File: src/rtl/pclk_pkg.sv
package pclk_pkg;
    localparam int DATA_W   = 32;
    localparam int DIV_W    = 6;
    localparam int SRC_W    = 2;
    localparam int OUT_MAX  = 2;
    localparam int SRC_LSB  = 4;
    localparam int DIV0_LSB = 8;
    localparam int DIV1_LSB = 20;

    typedef struct packed {
        logic [SRC_W-1:0]   src;
        logic [DIV_W-1:0]   div0;
        logic [DIV_W-1:0]   div1;
        logic [OUT_MAX-1:0] gate;
    } pclk_cfg_t;

    typedef struct packed {
        pclk_cfg_t regs;     // software-visible copy
        logic      fab_off;  // separate stop bit (fabric variant)
        pclk_cfg_t act;      // copy driving the dividers and gates
    } pclk_state_t;

    localparam pclk_cfg_t CFG_RESET = '{src: '0, div0: DIV_W'(1),
                                        div1: DIV_W'(1), gate: '0};

    function automatic logic [DATA_W-1:0] pack_ctrl(pclk_cfg_t c);
        logic [DATA_W-1:0] w;
        w = '0;
        w[SRC_LSB  +: SRC_W]   = c.src;
        w[DIV0_LSB +: DIV_W]   = c.div0;
        w[DIV1_LSB +: DIV_W]   = c.div1;
        w[0        +: OUT_MAX] = c.gate;
        return w;
    endfunction
endpackage

File: src/rtl/pclk_src_mux.sv
module pclk_src_mux
    import pclk_pkg::*;
(
    input  logic [SRC_W-1:0] sel,
    input  logic             ref_io_tick,
    input  logic             ref_cpu_tick,
    input  logic             ref_mem_tick,
    output logic             tick
);
    // codes 0 and 1 alias onto the I/O reference
    always_comb begin
        case (sel)
            2'd2:    tick = ref_cpu_tick;
            2'd3:    tick = ref_mem_tick;
            default: tick = ref_io_tick;
        endcase
    end
endmodule

File: src/rtl/pclk_div_stage.sv
module pclk_div_stage #(
    parameter int DIV_W = 6
) (
    input  logic             clk,
    input  logic             rst_n,
    input  logic             clear,
    input  logic             tick_in,
    input  logic             lvl_in,
    input  logic [DIV_W-1:0] div,
    output logic             tick_out,
    output logic             lvl_out,
    output logic [DIV_W-1:0] cnt_o
);
    localparam logic [DIV_W-1:0] ONE = DIV_W'(1);

    typedef struct packed {
        logic [DIV_W-1:0] cnt;
    } stage_t;

    stage_t st_d, st_q;
    logic             bypass;
    logic [DIV_W-1:0] last;

    assign bypass = (div <= ONE);
    assign last   = div - ONE;
    assign cnt_o  = st_q.cnt;

    always_comb begin
        st_d     = st_q;
        tick_out = tick_in & (bypass | (st_q.cnt == last));
        lvl_out  = bypass ? lvl_in : (st_q.cnt < (div >> 1));
        if (clear || bypass) begin
            st_d.cnt = '0;
        end else if (tick_in) begin
            st_d.cnt = (st_q.cnt == last) ? '0 : st_q.cnt + ONE;
        end
    end

    always_ff @(posedge clk or negedge rst_n) begin
        if (!rst_n) st_q <= '0;
        else        st_q <= st_d;
    end
endmodule

File: src/rtl/pclk_out_gate.sv
module pclk_out_gate
    import pclk_pkg::*;
#(
    parameter int NUM_OUT = 2
) (
    input  logic [OUT_MAX-1:0] gate,
    input  logic               lvl,
    input  logic               tick,
    output logic [OUT_MAX-1:0] out_clk,
    output logic [OUT_MAX-1:0] out_tick
);
    logic unused_gate;
    assign unused_gate = ^gate;

    for (genvar i = 0; i < OUT_MAX; i++) begin : g_out
        if (i < NUM_OUT) begin : g_on
            assign out_clk[i]  = gate[i] & lvl;
            assign out_tick[i] = gate[i] & tick;
        end else begin : g_off
            assign out_clk[i]  = 1'b0;
            assign out_tick[i] = 1'b0;
        end
    end
endmodule

File: src/rtl/pclk_gen.sv
module pclk_gen
    import pclk_pkg::*;
#(
    parameter int TWIN   = 1,
    parameter int FABRIC = 0,
    parameter int ADDR_W = 4
) (
    input  logic              clk,
    input  logic              rst_n,
    input  logic              ref_io_tick,
    input  logic              ref_cpu_tick,
    input  logic              ref_mem_tick,
    input  logic              wr_en,
    input  logic [ADDR_W-1:0] addr,
    input  logic [31:0]       wr_data,
    output logic [31:0]       rd_data,
    output logic [1:0]        out_clk,
    output logic [1:0]        out_tick
);
    localparam int NUM_OUT = (TWIN != 0 && FABRIC == 0) ? 2 : 1;
    localparam logic [OUT_MAX-1:0] EN_MASK =
        (FABRIC != 0) ? 2'b00 : ((NUM_OUT == 2) ? 2'b11 : 2'b01);
    localparam logic [ADDR_W-1:0] CTRL_OFS = ADDR_W'(0);
    localparam logic [ADDR_W-1:0] GATE_OFS = ADDR_W'(8);

    pclk_state_t st_d, st_q;

    pclk_cfg_t          act_cfg;
    logic               src_tick;
    logic               tick1, lvl1, tick2, lvl2;
    logic [DIV_W-1:0]   cnt0, cnt1;
    logic               idle, boundary;
    logic [OUT_MAX-1:0] eff_gate;
    logic               unused_wr;

    assign act_cfg   = st_q.act;
    assign idle      = (st_q.act.gate == '0);
    assign boundary  = tick2 & ~idle;
    assign eff_gate  = (FABRIC != 0) ? {{(OUT_MAX-1){1'b0}}, ~st_q.fab_off}
                                     : st_q.regs.gate;
    assign unused_wr = ^{wr_data[31:26], wr_data[19:14], wr_data[7:6],
                         wr_data[3:2]};

    pclk_src_mux u_mux (
        .sel          (st_q.act.src),
        .ref_io_tick  (ref_io_tick),
        .ref_cpu_tick (ref_cpu_tick),
        .ref_mem_tick (ref_mem_tick),
        .tick         (src_tick)
    );

    pclk_div_stage #(.DIV_W(DIV_W)) u_div0 (
        .clk      (clk),
        .rst_n    (rst_n),
        .clear    (idle),
        .tick_in  (src_tick),
        .lvl_in   (1'b1),
        .div      (st_q.act.div0),
        .tick_out (tick1),
        .lvl_out  (lvl1),
        .cnt_o    (cnt0)
    );

    pclk_div_stage #(.DIV_W(DIV_W)) u_div1 (
        .clk      (clk),
        .rst_n    (rst_n),
        .clear    (idle),
        .tick_in  (tick1),
        .lvl_in   (lvl1),
        .div      (st_q.act.div1),
        .tick_out (tick2),
        .lvl_out  (lvl2),
        .cnt_o    (cnt1)
    );

    pclk_out_gate #(.NUM_OUT(NUM_OUT)) u_gate (
        .gate     (st_q.act.gate),
        .lvl      (lvl2),
        .tick     (tick2),
        .out_clk  (out_clk),
        .out_tick (out_tick)
    );

    always_comb begin
        st_d = st_q;
        if (wr_en && addr == CTRL_OFS) begin
            st_d.regs.src  = wr_data[SRC_LSB  +: SRC_W];
            st_d.regs.div0 = wr_data[DIV0_LSB +: DIV_W];
            st_d.regs.div1 = wr_data[DIV1_LSB +: DIV_W];
            st_d.regs.gate = wr_data[0 +: OUT_MAX] & EN_MASK;
        end
        if (FABRIC != 0 && wr_en && addr == GATE_OFS) begin
            st_d.fab_off = wr_data[0];
        end
        // retime only at the end of a derived period, or while all off
        if (idle || boundary) begin
            st_d.act      = st_q.regs;
            st_d.act.gate = eff_gate;
        end
    end

    always_ff @(posedge clk or negedge rst_n) begin
        if (!rst_n) begin
            st_q.regs    <= CFG_RESET;
            st_q.fab_off <= 1'b1;
            st_q.act     <= CFG_RESET;
        end else begin
            st_q <= st_d;
        end
    end

    always_comb begin
        rd_data = '0;
        if (addr == CTRL_OFS) begin
            rd_data = pack_ctrl(st_q.regs);
        end else if (FABRIC != 0 && addr == GATE_OFS) begin
            rd_data[0] = st_q.fab_off;
        end
    end
endmodule

File: config.mk
export PLATFORM = sky130hd
export DESIGN_NAME = pclk_gen
export DESIGN_NICKNAME = d
export VERILOG_FILES = /design/src/rtl/pclk_pkg.sv /design/src/rtl/pclk_src_mux.sv /design/src/rtl/pclk_div_stage.sv /design/src/rtl/pclk_out_gate.sv /design/src/rtl/pclk_gen.sv
export SDC_FILE = /design/constraint.sdc
export NUM_CORES = 1
export LEC_CHECK = 0
export BUFFER_PORTS_ARGS = -buffer_cell sky130_fd_sc_hd__clkbuf_2
export CORE_UTILIZATION = 35
export DETAILED_ROUTE_END_ITERATION = 7
export PLACE_DENSITY_LB_ADDON = 0.12
export SETUP_SLACK_MARGIN = 0.5
export SLEW_MARGIN = 10
export SYNTH_ARGS = -nofsm -noshare
export SYNTH_HDL_FRONTEND = slang
export SYNTH_SLANG_ARGS = --single-unit
File: constraint.sdc
create_clock -name clk -period 2.5 [get_ports clk]
set_input_delay 0.25 -clock clk [delete_from_list [all_inputs] [get_ports clk]]
set_output_delay 0.25 -clock clk [all_outputs]
set_load 0.02 [all_outputs]
==> qor.csv, run 1 <==
metric,value,unit
slew at the pin closest to its max-slew limit,0.8060,ns
"count leader, synth",dfrtp_1,
Netlist cell types,48,
DRT Pass-1 Iters,4,
first-pass GRT wire length,11.70,mm
CP Capture Type,output pin,
routability cong.,0.8074,
worst hold path class,input port to register,
Max-Cap Viols,0,
critical path type,register to output pin,
row cnt,32,
DRC,0,
YS warnings,0,
Yosys top cell by area,dfrtp_1,
"IR drop worst, VDD",0.0005629,V
unrepaired setup endpoints after global routing,true,
critical-path cell list,or3_4 -> or4_4 -> a2111oi_4 -> a21o_2 -> nand3_4 -> nor2_4 -> buf_8,
critical path peak fanout,3,
Synth Cell Area,2826,µm²
die height,91.87,µm
min cycle time layout,2.779,ns
core area,7767,µm²
Psw,0.002105,W
f_max,359.8,MHz
CTS Buffer Depth,2,
Clk network pwr share,0.131,
DRT iter0 DRCs,118,
cell area after layout,3914,µm²
worst setup margin,-0.2791,ns
WHS,0.1743,ns
pin count of the biggest net entering global routing,27,
# fillers,733,
total gr overflow,0,
Post-synth EDFFs,0,
leakage,1.778,nW
CTS Sinks,44,
Rel. slew slack,0.4627,
hold wc startpoint,wr_data[5],
final net count,424,
Synth top area share,0.3541,
vias post-DR,2359,
run status,"finished, violations left",
Final Hold Viols,0,
n_diodes,0,
Synth Instances,276,
"Reg clk slew, reported paths",0.09,ns
Worst Hold Depth,2,
setup tns final,-2.619,ns
area added between synthesis and finish,38.47,%
power density over cell area,1281,nW/µm²
worst endpoint required time,2.25,ns
register area share after synthesis,0.3913,
Internal,0.002909,W
hold endpoint,st_q[32],
Post-synth top flop,dfrtp_1,
placed insts,453,
fin. max-slew vios,0,
Syn Area/Cell,10.24,µm²
Post-DP Area,3431,µm²
post-route ant nets,0,
drt total wl,6.975,mm
CTS buffer count,5,
cells taking the most area after synthesis,"dfrtp_1 (35%), mux2_2 (10%), ha_1 (6.2%)",
IO buf count,45,
wire per inst,14.84,µm
Final setup viols,19,
Synth Register Bits,44,
Clock Skew,0.003907,ns
R2R Path End,act_cfg[15],
CTS tree,built,
"FFs w/ async S/R, synth",1.000,
final std cells w/o fill,470,
combinational share of power,0.651,
final worst-path cycle share,1.112,
Worst path slowest cell,or4_4,
Top Ports,78,
Via density,5.019,
launching element type of the critical path,register,
largest stage delay on the critical path,0.50,ns
worst reg2reg path depth,8,
vias in the first global route,2363,
sequential share of power,0.218,
CP arrival,2.53,ns
DPL Wire Length,4.827,mm
Design Power,0.005014,W
root buf cell,clkbuf_8,
overall routing resource usage,0.1749,
Starting Density,0.3639,
Sw Share,0.4199,
Die Span X,91.87,µm
violated checks,negative setup slack,
initial antenna violation count,0,
r2r setup slk,-0.17,ns
Die ar.,8439,µm²
insertion delay of the later-clocked pin in the worst-skew pair,0.30,ns
worst r2r src,act_cfg[12],
commonest cells in the netlist,"dfrtp_1 (40), mux2_2 (25), inv_1 (19)",
H-tree depth,2,
proportion of layout cells with a drive suffix above 1,0.4538,
-- cell type report --
type	count	area [µm²]	share of cell area
multi-input cells	209	1849	0.4725
flip-flops and latches	44	1106	0.2826
repair buffers	89	630.6	0.1611
well taps	102	127.6	0.03261
inverters	19	71.32	0.01822
clock buffers	5	68.82	0.01758
clock inverters	2	60.06	0.01535
-- layout by cell type, fill, tap and decap left out, drive strengths merged, types with 5 or more instances in the layout --
master  Yosys  routed
clkbuf      4      48
buf        16      45
dfrtp      40      40
mux2       26      26
inv        19      19
and2       17      17
conb        1      16
ha         14      14
nor2       13      13
xnor2      11      11
nand2      10      10
o21ai       8       9
nand3       8       8
nor3        7       7
o31ai       7       7
a31oi       7       7
o21bai      6       6
o41ai       6       6
or3         6       6
a21o        6       6
a211oi      5       5
-- worst max path at each step --
| stage | from | endpoint | slack, ns | cells after the start |
|---|---|---|---|---|
| floorplan | act_cfg[11] | act_cfg[15] | -0.03 | 6 |
| global placement | act_cfg[12] | act_cfg[15] | -0.08 | 6 |
| detailed placement | act_cfg[12] | act_cfg[15] | -0.11 | 6 |
| CTS | act_cfg[12] | out_tick[0] | -0.33 | 7 |
| global route | act_cfg[6] | out_tick[0] | -0.38 | 7 |
| finish | act_cfg[6] | out_tick[0] | -0.28 | 7 |
-- worst max-delay path, delay by kind of cell, from the launching register on --
family                 cells  cell delay [ns]
AO/OA/AOI/OAI              2             0.58
buffers and inverters      1             0.12
flip-flops                 1             0.39
AND/OR/NAND/NOR            4             1.14
-- power groups by stage --
| stage | combinational, W | sequential, W | clock (W) |
|---|---|---|---|
| 2_1_floorplan | 0.00165 | 0.00111 | 0 |
| 3_3_place_gp | 0.00248 | 0.00110 | 0 |
| 3_5_place_dp | 0.00250 | 0.00110 | 0 |
| 4_1_cts | 0.00302 | 0.00109 | 0.000673 |
| 5_1_grt | 0.00353 | 0.00113 | 0.000700 |
| 6_report | 0.00326 | 0.00109 | 0.000659 |
-- sequential cells by signal (all words and copies together), names as in the netlist --
signal	cells
st_q	14
act_cfg	16
u_div0.cnt_o	6
u_div1.cnt_o	6
eff_gate	2
-- timing repair --
action / in CTS / in global routing
endpoints found under the hold margin: 5 / 0
buffers inserted: 5 / 3
resized for setup: 34 / 17
endpoints found under the setup margin: 32 / 32
hold buffers: 1 / 0
pin swaps: 13 / 9
gates cloned: 0 / 1
-- kinds of logic after synthesis --
family	synth area share
AO/OA/AOI/OAI	0.1757
XOR/XNOR	0.04648
adder cells (fa/ha/maj)	0.06198
buffers and inverters	0.07304
flip-flops	0.3913
multiplexers	0.1085
other	0.001327
AND/OR/NAND/NOR	0.1417
-- per-stage QoR --
stage               utilization  setup WS [ns]
floorplan                     -       -0.03312
global placement         0.4417       -0.08175
detailed placement       0.4417        -0.1131
CTS                      0.4868        -0.3256
global route             0.5039        -0.3828
finish                   0.5039        -0.2791
-- layer usage --
layer,track usage,wire [µm],up-vias,share of wire
met3,0.03400,256,7,0.037
li1,-,-,1158,-
met2,0.2680,3181,63,0.46
met1,0.2483,3454,1131,0.50
met4,0.05339,82,0,0.012
met5,0,0,-,0
No activity file was read; power rests on OpenSTA's default activity.
==> run 2, diff against run 1 <==
--- a/config.mk
+++ b/config.mk
@@ -13,4 +13,5 @@
 export SLEW_MARGIN = 10
 export SYNTH_ARGS = -nofsm -noshare
 export SYNTH_HDL_FRONTEND = slang
+export SYNTH_HIERARCHICAL = 1
 export SYNTH_SLANG_ARGS = --single-unit
==> run 2 against run 1 <==
  * The flow now finishes without violations
  * Maximum frequency rose by 11%
  * Critical path depth up 2
  * Non-clock buffer count down 17
  * Total power decreased by 24%
  * Clock-buffer cell count grew 1
  * Final cell count shrank 7.2%
  * Synthesized area is 0.35% lower
  * Sequential share of layout area increased by 1.5 points
  * Synthesized cell count down 4.7%
  * Utilization is 2.5 points lower
  * Design area shrank 4.9%
==> qor.csv, run 2 <==
metric,value,unit,change
setup tns final,0,ns,+2.619 ns
f_max,400.8,MHz,+11%
core area,7767,µm²,unchanged
total gr overflow,0,,unchanged
final std cells w/o fill,436,,-7.2%
"count leader, synth",dfrtp_1,,
"commonest non-fill, non-tap cell in the layout",clkbuf_2,,
fin. max-slew vios,0,,unchanged
DRT iter0 DRCs,58,,-51%
"Reg clk slew, reported paths",0.09,ns,about the same
leakage,1.824,nW,+2.6%
area added between synthesis and finish,32.12,%,
Starting Density,0.3626,,-0.001289
final net count,389,,-8.3%
Synth Cell Area,2816,µm²,-0.35%
power density over cell area,1019,nW/µm²,-20%
"FFs w/ async S/R, synth",1.000,,unchanged
critical path type,register to output pin,,
Clock Skew,0.006068,ns,+0.002161 ns
register area share after synthesis,0.3927,,+0.001391
CTS Sinks,44,,unchanged
cells taking the most area after synthesis,"dfrtp_1 (36%), mux2_2 (8.8%), ha_1 (6.2%)",,
Post-synth top flop,dfrtp_1,,
Top Ports,78,,unchanged
DPL Wire Length,4.201,mm,-13%
Yosys top cell by area,dfrtp_1,,
IO buf count,45,,unchanged
vias in the first global route,2034,,-14%
Syn Area/Cell,10.71,µm²,+4.6%
run status,finished clean,,
Max-Cap Viols,0,,unchanged
post-route ant nets,0,,unchanged
root buf cell,clkbuf_8,,
"IR drop worst, VDD",0.0003603,V,-36%
insertion delay of the later-clocked pin in the worst-skew pair,0.30,ns,about the same
Synth Register Bits,44,,unchanged
Post-synth EDFFs,0,,unchanged
H-tree depth,2,,unchanged
# fillers,725,,-1.1%
wire per inst,14.03,µm,-5.4%
slew at the pin closest to its max-slew limit,0.5176,ns,-0.2884 ns
Via density,4.823,,-3.9%
Final setup viols,0,,-19
proportion of layout cells with a drive suffix above 1,0.4701,,+0.01626
vias post-DR,2103,,-11%
Synth top area share,0.3554,,+0.001259
Die ar.,8410,µm²,-0.35%
overall routing resource usage,0.1569,,-0.01803
final worst-path cycle share,0.9980,,-0.1136
DRC,0,,unchanged
commonest cells in the netlist,"dfrtp_1 (40), mux2_2 (22), and2_1 (20)",,
YS warnings,6,,+6
placed insts,414,,-8.6%
n_diodes,0,,unchanged
area of the multi-input gates,1805,µm²,-2.4%
routability cong.,0.7599,,-5.9%
CTS Buffer Depth,2,,unchanged
CP arrival,2.25,ns,-0.28 ns
row cnt,32,,unchanged
CP Capture Type,output pin,,
worst hold path class,input port to register,,
Final Hold Viols,0,,unchanged
CTS tree,built,,
most frequent cells in the layout,"clkbuf_2 (41), dfrtp_1 (39), mux2_4 (26)",,
min cycle time layout,2.495,ns,-0.2841 ns
pin count of the biggest net entering global routing,24,,-11%
max FFs per register,16,,unchanged
first-pass GRT wire length,10.40,mm,-11%
DRT Pass-1 Iters,6,,+2
Synth Instances,263,,-4.7%
Die Span X,91.71,µm,-0.17%
critical path peak fanout,6,,+3
Rel. slew slack,0.6523,,+0.1897
FF+latch area,1107,µm²,+0.11%
Netlist cell types,40,,-17%
die height,91.71,µm,-0.17%
worst endpoint required time,2.25,ns,about the same
unrepaired setup endpoints after global routing,true,,
drt total wl,6.118,mm,-12%
Util after Layout,0.4791,,-0.02481
initial antenna violation count,0,,unchanged
CTS buffer count,5,,unchanged
launching element type of the critical path,register,,
[run 2: critical path, cell delays in order, from the launching register on]
cell,delay [ns]
dfrtp_1,0.44
buf_4,0.18
ha_1,0.26
a21o_1,0.18
a21o_1,0.16
a31oi_1,0.14
o21ai_1,0.09
a31oi_1,0.19
and2_4,0.18
clkbuf_8,0.13
[run 2: stage by stage]
stage               area [µm²]  total power (W)  hold WS (ns)  setup WS (ns)
detailed placement        3222         0.002791        0.1313         0.1299
global route              3721         0.004071        0.1480        -0.1611
global placement          3222         0.002764        0.1358         0.1457
finish                    3721         0.003792        0.1785       0.004967
floorplan                 2965         0.002497      -0.04559        -0.1859
CTS                       3592         0.003670        0.1675       -0.03257
[run 2: final timing paths]
kind                       slack (ns)  depth (start not counted)     endpoint             from
hold / removal                   0.18                          2     st_q[20]      wr_data[21]
setup / recovery                0.005                          9   out_clk[1]  u_div0/cnt_o[2]
min in group asynchronous        0.34                          2     st_q[28]            rst_n
hold reg to reg                  0.54                          1   act_cfg[0]      eff_gate[0]
setup reg to reg                 0.14                          9  act_cfg[11]      act_cfg[10]
max in group asynchronous        1.54                          3   act_cfg[2]            rst_n
[run 2: cells by family (layout without fill, tap and decap cells)]
logic type                 Yosys count  count (layout)  synth area share
DFF                                 44              44            0.3927
xor gates and xnor gates            18              18           0.05597
other                                2              17          0.002666
buffers and inverters               38              94           0.07552
AOI/OAI and AO/OA                   41              41            0.1075
muxes                               33              33            0.1448
and+or+nand+nor                     73              73            0.1586
adders and majority gates           14              14           0.06220
[run 2: timing repair]
| action | in CTS | in global routing |
|---|---|---|
| endpoints found under the hold margin | 7 | 0 |
| setup endpoints to repair | 24 | 28 |
| gates cloned | 1 | 0 |
| hold buffers | 1 | 0 |
| buffers inserted | 8 | 4 |
| pin swaps | 13 | 11 |
| resized for setup | 36 | 21 |
[run 2: where the power goes]
| part | switching [W] | internal, W | total [W] |
|---|---|---|---|
| logic | 0.000982 | 0.00119 | 0.00217 |
| registers | 0.000222 | 0.000937 | 0.00116 |
| clock network | 0.000264 | 0.000199 | 0.000464 |
| total | 0.00147 | 0.00232 | 0.00379 |
[run 2: layout make-up]
cell class                      count  share of cell area
Multi-Input combinational cell    196              0.4852
Sequential cell                    44              0.2976
Timing Repair Buffer               72              0.1449
Tap cell                          102             0.03430
Clock buffer                        6             0.01950
Inverter                           14             0.01412
Clock inverter                      2            0.004371
[run 2: metal layers]
layer,share of wire,up-vias,wire length (µm),GRT usage
met5,0,-,0,0
met4,0.0069,0,42,0.04297
met3,0.030,2,183,0.02902
met2,0.46,53,2800,0.2419
met1,0.51,1017,3091,0.2252
li1,-,1031,-,-
